`src/rtl/tmr_slv_pkg.sv`:
```
package tmr_slv_pkg;
  typedef enum logic [2:0] {
    SM_OFF     = 3'b000,
    SM_ENC_A   = 3'b001,
    SM_ENC_B   = 3'b010,
    SM_ENC_C   = 3'b011,
    SM_RESTART = 3'b100,
    SM_GATE    = 3'b101,
    SM_START   = 3'b110,
    SM_EXTCLK  = 3'b111
  } slv_mode_e;
endpackage

```
`src/rtl/trig_sync.sv`:
```
module trig_sync #(
  parameter int STAGES = 2
) (
  input  logic clk_i,
  input  logic rst_ni,
  input  logic trig_i,
  output logic level_o,
  output logic edge_o
);
  logic [STAGES-1:0] sh_q;
  logic              prev_q;

  generate
    if (STAGES == 1) begin : g_one
      always_ff @(posedge clk_i or negedge rst_ni) begin
        if (!rst_ni) sh_q <= '0;
        else         sh_q <= trig_i;
      end
    end else begin : g_many
      always_ff @(posedge clk_i or negedge rst_ni) begin
        if (!rst_ni) sh_q <= '0;
        else         sh_q <= {sh_q[STAGES-2:0], trig_i};
      end
    end
  endgenerate

  always_ff @(posedge clk_i or negedge rst_ni) begin
    if (!rst_ni) prev_q <= 1'b0;
    else         prev_q <= sh_q[STAGES-1];
  end

  assign level_o = sh_q[STAGES-1];
  assign edge_o  = sh_q[STAGES-1] & ~prev_q;


  edge_pulse_chk: assert property (@(posedge clk_i) disable iff (!rst_ni)
    edge_o |=> !edge_o);
endmodule

```
`src/rtl/slave_ctl.sv`:
```
module slave_ctl
  import tmr_slv_pkg::*;
(
  input  logic      clk_i,
  input  logic      rst_ni,
  input  slv_mode_e mode_i,
  input  logic      sw_en_i,
  input  logic      level_i,
  input  logic      edge_i,
  output logic      adv_o,
  output logic      restart_o,
  output logic      flag_set_o
);
  logic started_q;
  logic run;

  always_ff @(posedge clk_i or negedge rst_ni) begin
    if (!rst_ni)                started_q <= 1'b0;
    else if (mode_i != SM_START) started_q <= 1'b0;
    else if (edge_i)            started_q <= 1'b1;
  end

  assign run = sw_en_i | started_q;

  always_comb begin
    unique case (mode_i)
      SM_OFF, SM_RESTART, SM_START: adv_o = run;
      SM_GATE:                      adv_o = run & level_i;
      SM_EXTCLK:                    adv_o = run & edge_i;
      default:                      adv_o = 1'b0;
    endcase
  end

  assign restart_o  = (mode_i == SM_RESTART) & edge_i;
  assign flag_set_o = mode_i[2] & edge_i;


  start_latch_chk: assert property (@(posedge clk_i) disable iff (!rst_ni)
    (mode_i == SM_START && edge_i) |=> (started_q || mode_i != SM_START));
endmodule

```
`src/rtl/cnt_core.sv`:
```
module cnt_core #(
  parameter int CNT_W = 8
) (
  input  logic             clk_i,
  input  logic             rst_ni,
  input  logic             adv_i,
  input  logic             restart_i,
  input  logic [CNT_W-1:0] reload_i,
  output logic [CNT_W-1:0] cnt_o,
  output logic             ovf_o
);
  logic [CNT_W-1:0] cnt_q;
  logic             ovf_q;

  always_ff @(posedge clk_i or negedge rst_ni) begin
    if (!rst_ni) begin
      cnt_q <= '0;
      ovf_q <= 1'b0;
    end else if (restart_i) begin
      cnt_q <= '0;
      ovf_q <= 1'b0;
    end else if (adv_i) begin
      if (cnt_q == reload_i) begin
        cnt_q <= '0;
        ovf_q <= 1'b1;
      end else begin
        cnt_q <= cnt_q + 1'b1;
        ovf_q <= 1'b0;
      end
    end else begin
      ovf_q <= 1'b0;
    end
  end

  assign cnt_o = cnt_q;
  assign ovf_o = ovf_q;


  restart_zero_chk: assert property (@(posedge clk_i) disable iff (!rst_ni)
    restart_i |=> (cnt_q == '0 && !ovf_q));

  wrap_chk: assert property (@(posedge clk_i) disable iff (!rst_ni)
    (adv_i && !restart_i && cnt_q == reload_i) |=> (cnt_q == '0 && ovf_q));

  hold_stable_chk: assert property (@(posedge clk_i) disable iff (!rst_ni)
    (!adv_i && !restart_i) |=> ($stable(cnt_q) && !ovf_q));
endmodule

```
`src/rtl/trig_flag.sv`:
```
module trig_flag (
  input  logic clk_i,
  input  logic rst_ni,
  input  logic set_i,
  input  logic clr_i,
  input  logic ie_i,
  input  logic de_i,
  output logic flag_o,
  output logic irq_o,
  output logic dma_o
);
  logic flag_q;

  always_ff @(posedge clk_i or negedge rst_ni) begin
    if (!rst_ni) flag_q <= 1'b0;
    else         flag_q <= set_i | (flag_q & ~clr_i);
  end

  assign flag_o = flag_q;
  assign irq_o  = flag_q & ie_i;
  assign dma_o  = flag_q & de_i;


  flag_set_chk: assert property (@(posedge clk_i) disable iff (!rst_ni)
    set_i |=> flag_q);

  flag_clr_chk: assert property (@(posedge clk_i) disable iff (!rst_ni)
    (clr_i && !set_i) |=> !flag_q);
endmodule

```
`src/rtl/tmr_slave_top.sv`:
```
module tmr_slave_top
  import tmr_slv_pkg::*;
#(
  parameter int CNT_W       = 8,
  parameter int SYNC_STAGES = 2
) (
  input  logic             clk_i,
  input  logic             rst_ni,
  input  logic             trig_i,
  input  logic [2:0]       mode_i,
  input  logic             sw_en_i,
  input  logic [CNT_W-1:0] reload_i,
  input  logic             trig_ie_i,
  input  logic             trig_de_i,
  input  logic             flag_clr_i,
  output logic [CNT_W-1:0] cnt_o,
  output logic             ovf_o,
  output logic             trig_flag_o,
  output logic             irq_o,
  output logic             dma_o
);
  slv_mode_e mode;
  logic      level, edge_det, adv, restart, flag_set;

  assign mode = slv_mode_e'(mode_i);

  trig_sync #(.STAGES(SYNC_STAGES)) u_sync (
    .clk_i(clk_i), .rst_ni(rst_ni), .trig_i(trig_i),
    .level_o(level), .edge_o(edge_det)
  );

  slave_ctl u_ctl (
    .clk_i(clk_i), .rst_ni(rst_ni), .mode_i(mode), .sw_en_i(sw_en_i),
    .level_i(level), .edge_i(edge_det),
    .adv_o(adv), .restart_o(restart), .flag_set_o(flag_set)
  );

  cnt_core #(.CNT_W(CNT_W)) u_cnt (
    .clk_i(clk_i), .rst_ni(rst_ni), .adv_i(adv), .restart_i(restart),
    .reload_i(reload_i), .cnt_o(cnt_o), .ovf_o(ovf_o)
  );

  trig_flag u_flag (
    .clk_i(clk_i), .rst_ni(rst_ni), .set_i(flag_set), .clr_i(flag_clr_i),
    .ie_i(trig_ie_i), .de_i(trig_de_i),
    .flag_o(trig_flag_o), .irq_o(irq_o), .dma_o(dma_o)
  );


  reserved_hold_chk: assert property (@(posedge clk_i) disable iff (!rst_ni)
    (mode_i inside {3'b001, 3'b010, 3'b011}) |=> $stable(cnt_o));
endmodule

```
`config.mk`:
```
export PLATFORM = sky130hd
export DESIGN_NAME = tmr_slave_top
export DESIGN_NICKNAME = d
export VERILOG_FILES = /design/src/rtl/tmr_slv_pkg.sv /design/src/rtl/trig_sync.sv /design/src/rtl/slave_ctl.sv /design/src/rtl/cnt_core.sv /design/src/rtl/trig_flag.sv /design/src/rtl/tmr_slave_top.sv
export SDC_FILE = /design/constraint.sdc
export NUM_CORES = 1
export LEC_CHECK = 0
export BUFFER_PORTS_ARGS = -buffer_cell sky130_fd_sc_hd__buf_4
export CAP_MARGIN = 20
export CORE_UTILIZATION = 30
export CTS_CLUSTER_DIAMETER = 80
export DETAILED_ROUTE_END_ITERATION = 7
export SYNTH_ARGS = -nofsm -noshare
export SYNTH_HDL_FRONTEND = slang
export SYNTH_SLANG_ARGS = --single-unit
```
`constraint.sdc`:
```
create_clock -name clk_i -period 1.9 [get_ports clk_i]
set_input_delay 0.095 -clock clk_i [delete_from_list [all_inputs] [get_ports clk_i]]
set_output_delay 0.095 -clock clk_i [all_outputs]
set_load 0.02 [all_outputs]
```
# Yosys cells after proc, flatten, opt, wreduce, memory -nomap -nowiden
# Index checks and enable logic that the tools add are counted.
[word_totals] out_inout_bits=12 inputBits=18 ff_bits=14 word_cells=38
[classes] n_eq_ne=6 bitwise=12 n_reduce_logical=4 add_sub_neg=1 mux=9
[op_table] op="$mux 8" n=3
[op_table] op="$eq 3x3->1 const B" n=4
[op_table] op="$add 8x1->8 const B" n=1
[op_table] op="$and 1x1->1" n=8
[op_table] op="$eq 8x8->1" n=1
[op_table] op="$mux 1" n=5
[op_table] op="$reduce_bool 2->1" n=2
[op_table] op="$logic_not 3->1" n=1
[op_table] op="$ne 3x3->1 const B" n=1
[op_table] op="$pmux 1 s3" n=1
[op_table] op="$reduce_or 3->1" n=1
[op_table] op="$not 1->1" n=2
[op_table] op="$or 1x1->1" n=2

# Depth between registers and ports, before layout
[depth] word_depth=6 ltp_mapped=6 ltp_nobuf=5

# By module
# From an unflattened synthesis, not the netlist that was laid out.
[unflattened] cells_unflattened=70 area_unflattened_um2=763.2
[by_module_without_submodules] mod="cnt_core" cells_per_inst=52 area_per_inst_um2=529.3 seq_area_each_um2=225.2 instances=1
[by_module_without_submodules] mod="slave_ctl" cells_per_inst=9 area_per_inst_um2=96.3 seq_area_each_um2=25.0 instances=1
[by_module_without_submodules] mod="trig_sync" cells_per_inst=4 area_per_inst_um2=88.8 seq_area_each_um2=75.1 instances=1
[by_module_without_submodules] mod="trig_flag" cells_per_inst=5 area_per_inst_um2=48.8 seq_area_each_um2=25.0 instances=1

# Least setup slack after synthesis
# No wires, ideal clock.
[synth_path] path_type="reg-to-reg" start="reg u_cnt.cnt_q[0], in the netlist u_cnt.cnt_o[0]" end="reg u_cnt.cnt_q[0], in the netlist u_cnt.cnt_o[0]" path_slack_ps=220 setup_ps=125 required_time_ps=1775 synth_period_minus_slack_ps=1680 path_stages_with_launch=7 t_arrival_ps=1555 n_path_buf=1 path_cell_list="dfrtp_1 -> xnor2_1 -> nand4_1 -> or2_2 -> nor2b_1 -> buf_6 -> mux2_2"
[synth_via] elab_chain_len=4 elab_cells_between_ends=5 classes_between="add/sub (1); eq/ne (1); mux (3)"
[synth_rtl] item="start: declaration" line_no="cnt_core.sv:12" text="logic [CNT_W-1:0] cnt_q;"
[synth_rtl] item="start signal: assignment" line_no="cnt_core.sv:27" text="cnt_q <= cnt_q + 1'b1;"
[synth_rtl] item="$add 8x1->8 or $eq 8x8->1 (tied branches)" line_no="cnt_core.sv:27, cnt_core.sv:23"
[synth_rtl] item="$mux 8 *" line_no="cnt_core.sv:23" text="if (cnt_q == reload_i) begin"
[synth_rtl] item="$mux 8 *" line_no="cnt_core.sv:22" text="end else if (adv_i) begin"
[synth_rtl] item="$mux 8 *" line_no="cnt_core.sv:19" text="end else if (restart_i) begin"
# Every way passes the cells marked *; elsewhere a longest branch is shown, timed or not. The select of a mux whose other input is x is not followed.
# A chain may end at the register's enable or synchronous reset.

# Worst setup path in the final report
[layout_path] start="reg u_sync.prev_q" end="reg u_cnt.cnt_q[6], in the netlist u_cnt.cnt_o[6]"
[layout_via] elab_chain_len=5 elab_cells_between_ends=7 classes_between="mux (2); bitwise (4); reduce/logical (1)"
[layout_rtl] item="start: declaration" line_no="trig_sync.sv:11" text="logic prev_q;"
[layout_rtl] item="start signal: assignment" line_no="trig_sync.sv:29" text="else prev_q <= sh_q[STAGES-1];"
[layout_rtl] item="$not 1->1 *" line_no="trig_sync.sv:33" text="assign edge_o = sh_q[STAGES-1] & ~prev_q;"
[layout_rtl] item="$and 1x1->1 *" line_no="trig_sync.sv:33"
[layout_rtl] item="$and 1x1->1" line_no="slave_ctl.sv:29" text="SM_EXTCLK: adv_o = run & edge_i;"
[layout_rtl] item="$pmux 1 s3" line_no="slave_ctl.sv:26" text="unique case (mode_i)"
[layout_rtl] item="$reduce_bool 2->1 (no line)"
# Every way passes the cells marked *; elsewhere a longest branch is shown, timed or not.

==> run metrics <==
overall fraction of global-route tracks in use 0.157; fraction of synthesized cell area taken by the top area cell type 0.437; synth warn 0; area inside the core boundary 2500 um^2; max-capacitance violation count 0; root buf cell sky130_fd_sc_hd__clkbuf_4; leading cell type by number of instances after synthesis sky130_fd_sc_hd__dfrtp_1; Sequential Area 350 um^2; largest buffer count on any clock path 2; Worst Tran Pin Value a little under 0.4 ns; clock buffers created by TritonCTS 3; num rows 18; CTS HTree Levels 1; growth of design area from synthesis to finish 40.9%; Worst Path Arrival 1.86 ns; minimum period implied by the final worst setup slack 1.67 ns; iteration count of the initial detailed-routing pass 4; setup repair after global routing missed its margin false; Routability Congestion between 0.7 and 0.8; post-synthesis share of cell area spent on and, or, nand and nor gates 0.207; combinational family with the most area after synthesis compound AO/OA/AOI/OAI gates; hpwl dp 1400 um; largest driver fanout on the critical path 6; clock sinks 14; number of top-level pins 30; number of buffers inserted to repair setup after CTS 0; Worst Hold Class in2reg; adder-cell share of the synthesized area 0.0156; number of nets with antenna violations after routing 0; LEAKAGE 0.000541 uW; Finished Core Util 0.452; post-synthesis async set-or-reset flop share 1.00; slowest cell on the critical path sky130_fd_sc_hd__dfrtp_1; initial antenna violation count 0; number of DRC violations after detailed-routing iteration 0 6; headroom to the max-slew limit 0.735; Design Power about 870 uW; starting utilization of the core area 0.321; PD cells 768 nW/um^2; worst path required time 2.08 ns; mean number of vias per cell 4.93; fraction of layout cells with a size suffix above 1 0.443; via count 715; max frequency 598 MHz; clock edge transition at the registers on the reported setup and hold paths 0.10 ns; syn nets 97; reg2reg setup slack 0.23 ns; synth unique cells 27; total standard cell area after synthesis 802 um^2; # diodes 0; biggest area consumer among synthesized cells sky130_fd_sc_hd__dfrtp_1; fraction of the mapped netlist area in compound gates 0.211; XOR/XNOR share of the synthesized area 0.0874; combined area of the multi-input logic cells approximately 430 um^2; drt total wl 1860 um; sum of overflow across all layers after global routing 0; setup_tns 0 ns; endpoints failing hold 0; crit path capture type register; Period Utilization, post-route 0.880; most used flip-flop cell after synthesis sky130_fd_sc_hd__dfrtp_1; top post-synthesis cells by area sky130_fd_sc_hd__dfrtp_1, sky130_fd_sc_hd__a22o_2, sky130_fd_sc_hd__xnor2_1, sky130_fd_sc_hd__o21ai_0, sky130_fd_sc_hd__nor2b_1; post-route clock skew 0.0108 ns; Avg Inst Size Synth 10.3 um^2; Critical Path Max Stage Delay 0.41 ns; post-synthesis mux area share 0.0140; maximum number of pins on one net before global-route repair 15; Max IR drop VDD 503 uV; cell types with the highest counts after synthesis sky130_fd_sc_hd__dfrtp_1, sky130_fd_sc_hd__xnor2_1, sky130_fd_sc_hd__a22o_2, sky130_fd_sc_hd__o21ai_0, sky130_fd_sc_hd__nor2_1; EDFF count, synth 0; setup-violating endpoint count in the final report 0; sequential-to-total area share from yosys stat 0.437; count of final max-slew check failures 0; clock tree from TritonCTS done; type of element launching the critical path register; floorplan die width 53.7 um; DRC violations left 0; gate count of the mapped netlist 78; sequence of cells on the critical path or3b_4 -> o22ai_1 -> o21ai_0 -> a22o_2; clock insertion delay at the later pin of the skew report ~0.28 ns; net total in the final layout about 140; first-pass GRT wire length around 3200 um; Vert. Die Dim 53.7 um; synthesis-stage register bit count 14; wire per inst around 13 um; vias in the first global route 710; result of the run finished clean; full die area 2880 um^2; # port buffers 29; FILL cells between 200 and 300; classification of the worst setup path reg2reg
-- timing repair --
| action | in CTS | in global routing |
|---|---|---|
| hold buffers | 3 | 0 |
| hold endpoints to repair | 16 | 0 |
| endpoints found under the setup margin | 0 | 8 |
| gates resized for setup | 0 | 1 |
-- path summary, 6_finish.rpt --
kind                                start             end  depth (start not counted)
setup / recovery            u_sync.prev_q  u_cnt.cnt_o[6]                          4
hold / removal                  mode_i[2]   u_flag.flag_o                          3
setup reg to reg            u_sync.prev_q  u_cnt.cnt_o[6]                          4
hold reg to reg            u_sync.sh_q[0]  u_sync.sh_q[1]                          0
max in group asynchronous          rst_ni  u_cnt.cnt_o[1]                          2
min in group asynchronous          rst_ni  u_cnt.cnt_o[4]                          2
-- power breakdown --
group          total, uW  internal [uW]  switching (uW)
Sequential           382            332            50.1
Combinational        266            146             120
Clock                220            117             104
-- cells by family after synthesis --
family | count (synthesis)
DFF | 14
and+or+nand+nor | 29
AOI/OAI and AO/OA | 21
xor gates and xnor gates | 8
buffers and inverters | 4
adders and majority gates | 1
muxes | 1
-- flip-flops by register name (all words and copies together) (netlist names) --
| signal | count |
|---|---|
| u_cnt.cnt_o | 8 |
| u_sync.prev_q | 1 |
| u_sync.sh_q | 2 |
| u_flag.flag_o | 1 |
| u_ctl.started_q | 1 |
| u_cnt.ovf_o | 1 |
-- layer usage --
metal	vias up	GRT usage	routed length, um
met5	-	0	0
met4	0	0.0658	15
met3	2	0.0169	57
met2	15	0.261	960
met1	339	0.203	821
li1	359	-	-
-- stage by stage --
step	instance area (um^2)	cells	setup WS [ns]	hold slack [ns]
after global placement	1060	138	0.132	-0.0435
after global routing	1130	145	0.0144	0.0680
after CTS	1130	145	0.0420	0.0605
after detailed placement	1060	138	0.0289	-0.0433
final	1130	145	0.227	0.0680
after floorplan	802	78	0.220	-0.201
-- worst max-delay path: cells and delay by family, from the launching register on --
kind	cells	cell delay (ns)
AOI/OAI and AO/OA	3	0.78
DFF	1	0.41
and+or+nand+nor	1	0.40
-- cell usage in the layout, fill, tap and decap left out --
cell | synthesis | routed
sky130_fd_sc_hd__a311oi_1 | 1 | 1
sky130_fd_sc_hd__or2_2 | 2 | 2
sky130_fd_sc_hd__a21oi_2 | 1 | 1
sky130_fd_sc_hd__xnor2_1 | 8 | 8
sky130_fd_sc_hd__nor2b_1 | 5 | 4
sky130_fd_sc_hd__o21ai_0 | 7 | 7
sky130_fd_sc_hd__a311o_2 | 1 | 1
sky130_fd_sc_hd__clkbuf_8 | 0 | 1
sky130_fd_sc_hd__or3b_4 | 1 | 1
sky130_fd_sc_hd__nor3_1 | 2 | 2
sky130_fd_sc_hd__nand3_1 | 1 | 1
sky130_fd_sc_hd__dlygate4sd3_1 | 0 | 3
sky130_fd_sc_hd__o2111a_1 | 1 | 1
sky130_fd_sc_hd__nor2b_2 | 0 | 1
sky130_fd_sc_hd__nand2_1 | 2 | 2
sky130_fd_sc_hd__ha_1 | 1 | 1
sky130_fd_sc_hd__inv_1 | 3 | 3
sky130_fd_sc_hd__or2b_2 | 1 | 1
sky130_fd_sc_hd__nand4_1 | 2 | 2
sky130_fd_sc_hd__and3_1 | 3 | 3
sky130_fd_sc_hd__nor2_1 | 6 | 6
sky130_fd_sc_hd__clkbuf_4 | 0 | 3
sky130_fd_sc_hd__and2_1 | 2 | 2
sky130_fd_sc_hd__and2b_1 | 1 | 1
sky130_fd_sc_hd__dfrtp_1 | 14 | 14
sky130_fd_sc_hd__mux2_2 | 1 | 1
sky130_fd_sc_hd__a22o_2 | 7 | 7
sky130_fd_sc_hd__a21boi_2 | 1 | 1
sky130_fd_sc_hd__or3_1 | 1 | 1
sky130_fd_sc_hd__buf_4 | 0 | 31
sky130_fd_sc_hd__o22ai_1 | 2 | 2
-- area by class of cell --
| type | count | area share |
|---|---|---|
| Clock buffer | 4 | 0.0321 |
| Inverter | 3 | 0.00997 |
| Multi-Input combinational cell | 60 | 0.382 |
| Sequential cell | 14 | 0.310 |
| Tap cell | 30 | 0.0332 |
| Timing Repair Buffer | 34 | 0.233 |
Power figures use the tool's default switching activity.
